<file path="src/rtl/hdx_pkg.sv">
package hdx_pkg;
    localparam int FIELD_W = 4;

    typedef enum logic [1:0] {
        ST_IDLE  = 2'd0,
        ST_SETUP = 2'd1,
        ST_XMIT  = 2'd2,
        ST_HOLD  = 2'd3
    } hdx_state_e;

    typedef struct packed {
        logic rts;
        logic permit;
        logic hold;
    } hdx_out_t;
endpackage

</file>
<file path="src/rtl/hdx_delay_counter.sv">
module hdx_delay_counter #(
    parameter int W = 4
) (
    input  logic         clk,
    input  logic         rst_n,
    input  logic         load,
    input  logic [W-1:0] load_val,
    input  logic         tick,
    output logic         is_zero
);
    logic [W-1:0] cnt;

    // Load wins over a simultaneous tick; the count rests at zero.
    always_ff @(posedge clk or negedge rst_n) begin
        if (!rst_n)
            cnt <= '0;
        else if (load)
            cnt <= load_val;
        else if (tick && (cnt != '0))
            cnt <= cnt - 1'b1;
    end

    assign is_zero = (cnt == '0);
endmodule

</file>
<file path="src/rtl/hdx_out_decode.sv">
module hdx_out_decode
    import hdx_pkg::*;
(
    input  hdx_state_e state,
    input  logic       auto_en,
    output hdx_out_t   outs
);
    always_comb begin
        outs = '0;
        if (!auto_en) begin
            outs.permit = 1'b1;
        end else begin
            unique case (state)
                ST_IDLE:  outs = '{rts: 1'b0, permit: 1'b0, hold: 1'b0};
                ST_SETUP: outs = '{rts: 1'b1, permit: 1'b0, hold: 1'b0};
                ST_XMIT:  outs = '{rts: 1'b1, permit: 1'b1, hold: 1'b0};
                ST_HOLD:  outs = '{rts: 1'b1, permit: 1'b0, hold: 1'b1};
                default:  outs = '0;
            endcase
        end
    end
endmodule

</file>
<file path="src/rtl/hdx_dir_ctrl.sv">
module hdx_dir_ctrl
    import hdx_pkg::*;
#(
    parameter int FW = hdx_pkg::FIELD_W
) (
    input  logic            clk,
    input  logic            rst_n,
    input  logic [2*FW-1:0] delay_cfg,
    input  logic            auto_en,
    input  logic            bit_tick,
    input  logic            tx_pending,
    input  logic            tx_idle,
    output logic            rts,
    output logic            tx_permit,
    output logic            hold_active
);
    localparam int CFG_W = 2 * FW;

    hdx_state_e state, state_nxt;
    logic       cnt_load;
    logic [FW-1:0] cnt_val;
    logic       cnt_zero;
    hdx_out_t   outs;

    wire [FW-1:0] setup_f = delay_cfg[CFG_W-1:FW];
    wire [FW-1:0] hold_f  = delay_cfg[FW-1:0];

    // State register
    always_ff @(posedge clk or negedge rst_n) begin
        if (!rst_n)
            state <= ST_IDLE;
        else
            state <= state_nxt;
    end

    // Transition logic and counter loading
    always_comb begin
        state_nxt = state;
        cnt_load  = 1'b0;
        cnt_val   = hold_f;
        if (!auto_en) begin
            state_nxt = ST_IDLE;
        end else begin
            unique case (state)
                ST_IDLE: if (tx_pending) begin
                    state_nxt = ST_SETUP;
                    cnt_load  = 1'b1;
                    cnt_val   = setup_f;
                end
                ST_SETUP: if (bit_tick && cnt_zero)
                    state_nxt = ST_XMIT;
                ST_XMIT: if (!tx_pending && tx_idle) begin
                    state_nxt = ST_HOLD;
                    cnt_load  = 1'b1;
                    cnt_val   = hold_f;
                end
                ST_HOLD: begin
                    if (tx_pending)
                        state_nxt = ST_XMIT;
                    else if (bit_tick && cnt_zero)
                        state_nxt = ST_IDLE;
                end
                default: state_nxt = ST_IDLE;
            endcase
        end
    end

    hdx_delay_counter #(.W(FW)) u_cnt (
        .clk      (clk),
        .rst_n    (rst_n),
        .load     (cnt_load),
        .load_val (cnt_val),
        .tick     (bit_tick),
        .is_zero  (cnt_zero)
    );

    hdx_out_decode u_dec (
        .state   (state),
        .auto_en (auto_en),
        .outs    (outs)
    );

    assign rts         = outs.rts;
    assign tx_permit   = outs.permit;
    assign hold_active = outs.hold;
endmodule

</file>
<file path="config.mk">
export PLATFORM = sky130hd
export DESIGN_NAME = hdx_dir_ctrl
export DESIGN_NICKNAME = d
export VERILOG_FILES = /design/src/rtl/hdx_pkg.sv /design/src/rtl/hdx_delay_counter.sv /design/src/rtl/hdx_out_decode.sv /design/src/rtl/hdx_dir_ctrl.sv
export SDC_FILE = /design/constraint.sdc
export NUM_CORES = 1
export LEC_CHECK = 0
export ABC_AREA = 1
export BUFFER_PORTS_ARGS = -buffer_cell sky130_fd_sc_hd__buf_2
export CORE_AREA = 2 2 39 41
export DETAILED_ROUTE_END_ITERATION = 7
export DIE_AREA = 0 0 41 43
export PLACE_DENSITY_LB_ADDON = 0.2
export SLEW_MARGIN = 20
export SYNTH_ARGS = -nofsm -noshare
export SYNTH_HDL_FRONTEND = slang
export SYNTH_HIERARCHICAL = 1
export SYNTH_SLANG_ARGS = --single-unit
</file>
<file path="constraint.sdc">
create_clock -name clk -period 1.95 [get_ports clk]
set_input_delay 0.39 -clock clk [delete_from_list [all_inputs] [get_ports clk]]
set_output_delay 0.39 -clock clk [all_outputs]
set_load 0.01 [all_outputs]
</file>
==> impl_metrics.py <==
metrics = {
    "layout": {
        "nets": 135,
        "syn2layout_area_growth_pct": 23.5,
        "antenna_cells": 0,
        "fillCellCount": 141,
        "stdcell_count": 134,
        "seqCellArea_um2": 150,
        "final_area_um2": 697,
        "drive_above_1_share_pct": 28.8,
        "fin_util_pct": 50.4,
        "multi_input_area_um2": 358,
    },
    "setup_path": {
        "slowest_delay_ns": 0.44,
        "rrSetupSlack_ns": 0.37,
        "path_class": "flop to flop",
        "critPathRequiredTime_ns": 2.07,
        "path_buf_inv": 4,
        "slowest_stage": "dfrtp_1",
        "end_kind": "flop",
        "critPathLaunchType": "flop",
        "path_cells": "inv_2, nand2_2, nor3_4, a21oi_1, inv_1, inv_2, nand3b_1, nand2_1, clkinv_1, nand2_1",
        "path_max_fanout": 8,
        "cp.arrival_ns": 1.71,
        "crit_family": "simple AND/OR/NAND/NOR gates",
    },
    "cts": {
        "clock_latency_ns": 0.24,
        "cts.sinks": 6,
        "numCtsBuffers": 3,
        "clk_pin_slew_ns": 0.05,
        "htreeDepth": 1,
        "cts_tree": "yes",
        "cts_root_buffer": "clkbuf_4",
        "cts.path.max_buffers": 2,
        "postCtsSetupBuffers": 0,
    },
    "place": {
        "place_inst": 130,
        "pre_cts_ws_ns": 0.316,
        "dp_hpwl_um": 1050,
        "numPortBuffers": 16,
        "gp_congestion": 0.886,
        "placed_area_um2": 664,
    },
    "floorplanning": {
        "pin_count": 17,
        "die-area_um2": 1760,
        "die_x_um": 41,
        "start_util_pct": 40.8,
        "placeableCoreArea_um2": 1380,
        "fp.dieH_um": 43,
        "rows": 14,
    },
    "timing": {
        "slew_headroom_pct": 82.9,
        "timing.final.crit_share_pct": 81.1,
        "layout_min_cycle_time_ns": 1.58,
        "rsz0062_at_grt": "no",
        "tightest_slew_ns": 0.256,
        "setup_viol": 0,
        "finalSetupTns_ns": 0,
        "hold_violations": 0,
        "fmax_mhz": 632,
        "finalClockSkew_ns": 0.00878,
        "fin_ws_ns": 0.368,
        "drv_slew": 0,
        "holdWs_ns": 0.493,
    },
    "logic_synthesis": {
        "ys_seq_elements": 6,
        "synthCells": 98,
        "syn_area_um2": 564,
        "ys_warn_count": 6,
        "yosysSeqAreaShare_pct": 26.6,
        "syn_avg_cell_area_um2": 5.76,
        "yosys-top-cells-area": "nand2_1 (32%), dfrtp_1 (27%), nand2_2 (6.7%)",
        "syn_nets": 113,
        "synth.distinct_cells": 15,
        "yosysTopAreaCell": "nand2_1",
        "synth.top_cell.area_share_pct": 31.9,
    },
    "global_routing": {
        "grt_max_degree": 9,
        "antenna_found_initial": 0,
        "grt-ovfl-total": 0,
        "grt_first_pass_wirelength_um": 2190,
        "grt_pass1_vias": 559,
        "globalRouteTotalUtil_pct": 18.3,
    },
    "pwr": {
        "cellPowerDensity_nw_per_um2": 1260,
        "ir_drop_mv": 0.505,
        "total_power_mw": 0.880,
        "p_leak_nw": 0.421,
    },
    "drt": {
        "drt_pass1_iterations": 4,
        "ant_nets": 0,
        "drt_iter0_markers": 25,
        "vias_per_cell": 4.64,
        "vias": 622,
        "wl_per_cell_um": 9.28,
        "drc": 0,
        "wirelength_um": 1240,
    },
    "hold_path": {
        "hold_class": "input pin to flop",
    },
    "status": {
        "status": "finished, final reports clean",
    },
    "run": {
        "maxCapViolCount": 0,
    },
}
[per-layer routing]
metal / up-vias / routed length [µm] / global-route usage [%]
li1: 336 / - / -
met1: 263 / 609 / 24.8
met2: 21 / 536 / 25.0
met3: 2 / 78 / 5.76
met4: 0 / 19 / 10.0
met5: - / 0 / 0
[worst paths after layout]
path                                       endpoint  cells past startpoint                startpoint
min in group asynchronous  u_cnt/cnt[2]$_DFFE_PN0P_                      2                     rst_n
min                        u_cnt/cnt[2]$_DFFE_PN0P_                      4                  bit_tick
max                        u_cnt/cnt[3]$_DFFE_PN0P_                     10      state[1]$_DFFE_PN0P_
max in group asynchronous      state[0]$_DFFE_PN0P_                      2                     rst_n
min reg2reg                u_cnt/cnt[0]$_DFFE_PN0P_                      2  u_cnt/cnt[0]$_DFFE_PN0P_
max reg2reg                u_cnt/cnt[3]$_DFFE_PN0P_                     10      state[1]$_DFFE_PN0P_
[cell usage in the layout (no fill, tap or decap)]
cell type,netlist,final
nand2_1,48,48
buf_2,0,16
inv_1,9,9
nand3_1,7,7
nand2_2,6,6
nor2_1,6,6
dfrtp_1,6,6
inv_2,5,5
clkbuf_4,0,3
nor2_2,2,2
nand3b_1,2,2
o21ai_0,2,2
nor3_4,1,1
a21oi_1,1,1
dlygate4sd3_1,0,1
nand2_4,1,1
clkinv_1,1,1
ha_1,1,1
[kinds of logic after synthesis]
kind of cell,synth area share (%)
adder cells (fa/ha/maj),2.22
buffers and inverters,9.98
AND/OR/NAND/NOR,58.5
AO/OA/AOI/OAI,2.66
flip-flops,26.6
[sequential cells by signal, summed over array words and instances (netlist names)]
signal,flops
u_cnt/cnt,4
state,2
[area by class of cell]
| type | count | area share (%) |
|---|---|---|
| Tap cell | 16 | 2.87 |
| Timing Repair Buffer | 17 | 12.9 |
| Multi-Input combinational cell | 77 | 51.3 |
| Sequential cell | 6 | 21.5 |
| Clock buffer | 3 | 3.23 |
| Inverter | 15 | 8.08 |
[Yosys cell counts]
library cell	instances
clkinv_1	1
a21oi_1	1
nand2_2	6
o21ai_0	2
nor2_1	6
dfrtp_1	6
nand3b_1	2
nand2_4	1
ha_1	1
nor2_2	2
inv_1	9
nand3_1	7
nand2_1	48
nor3_4	1
inv_2	5
[where the power goes]
| group | leakage [nW] | switching (mW) | internal (mW) |
|---|---|---|---|
| sequential | 0.0758 | 0.0712 | 0.183 |
| combinational | 0.332 | 0.319 | 0.193 |
| clock | 0.0138 | 0.0435 | 0.0696 |
[tightest hold or removal path, delay by kind of cell]
kind | cells | cell delay (ns)
simple gates | 3 | 0.19
buf+inv | 1 | 0.12
[timing repair]
action | 4_1_cts | 5_1_grt
resized for setup | 0 | 0
endpoints found under the hold margin | 6 | 0
hold buffers | 1 | 0
(Power assumes the default switching activity.)
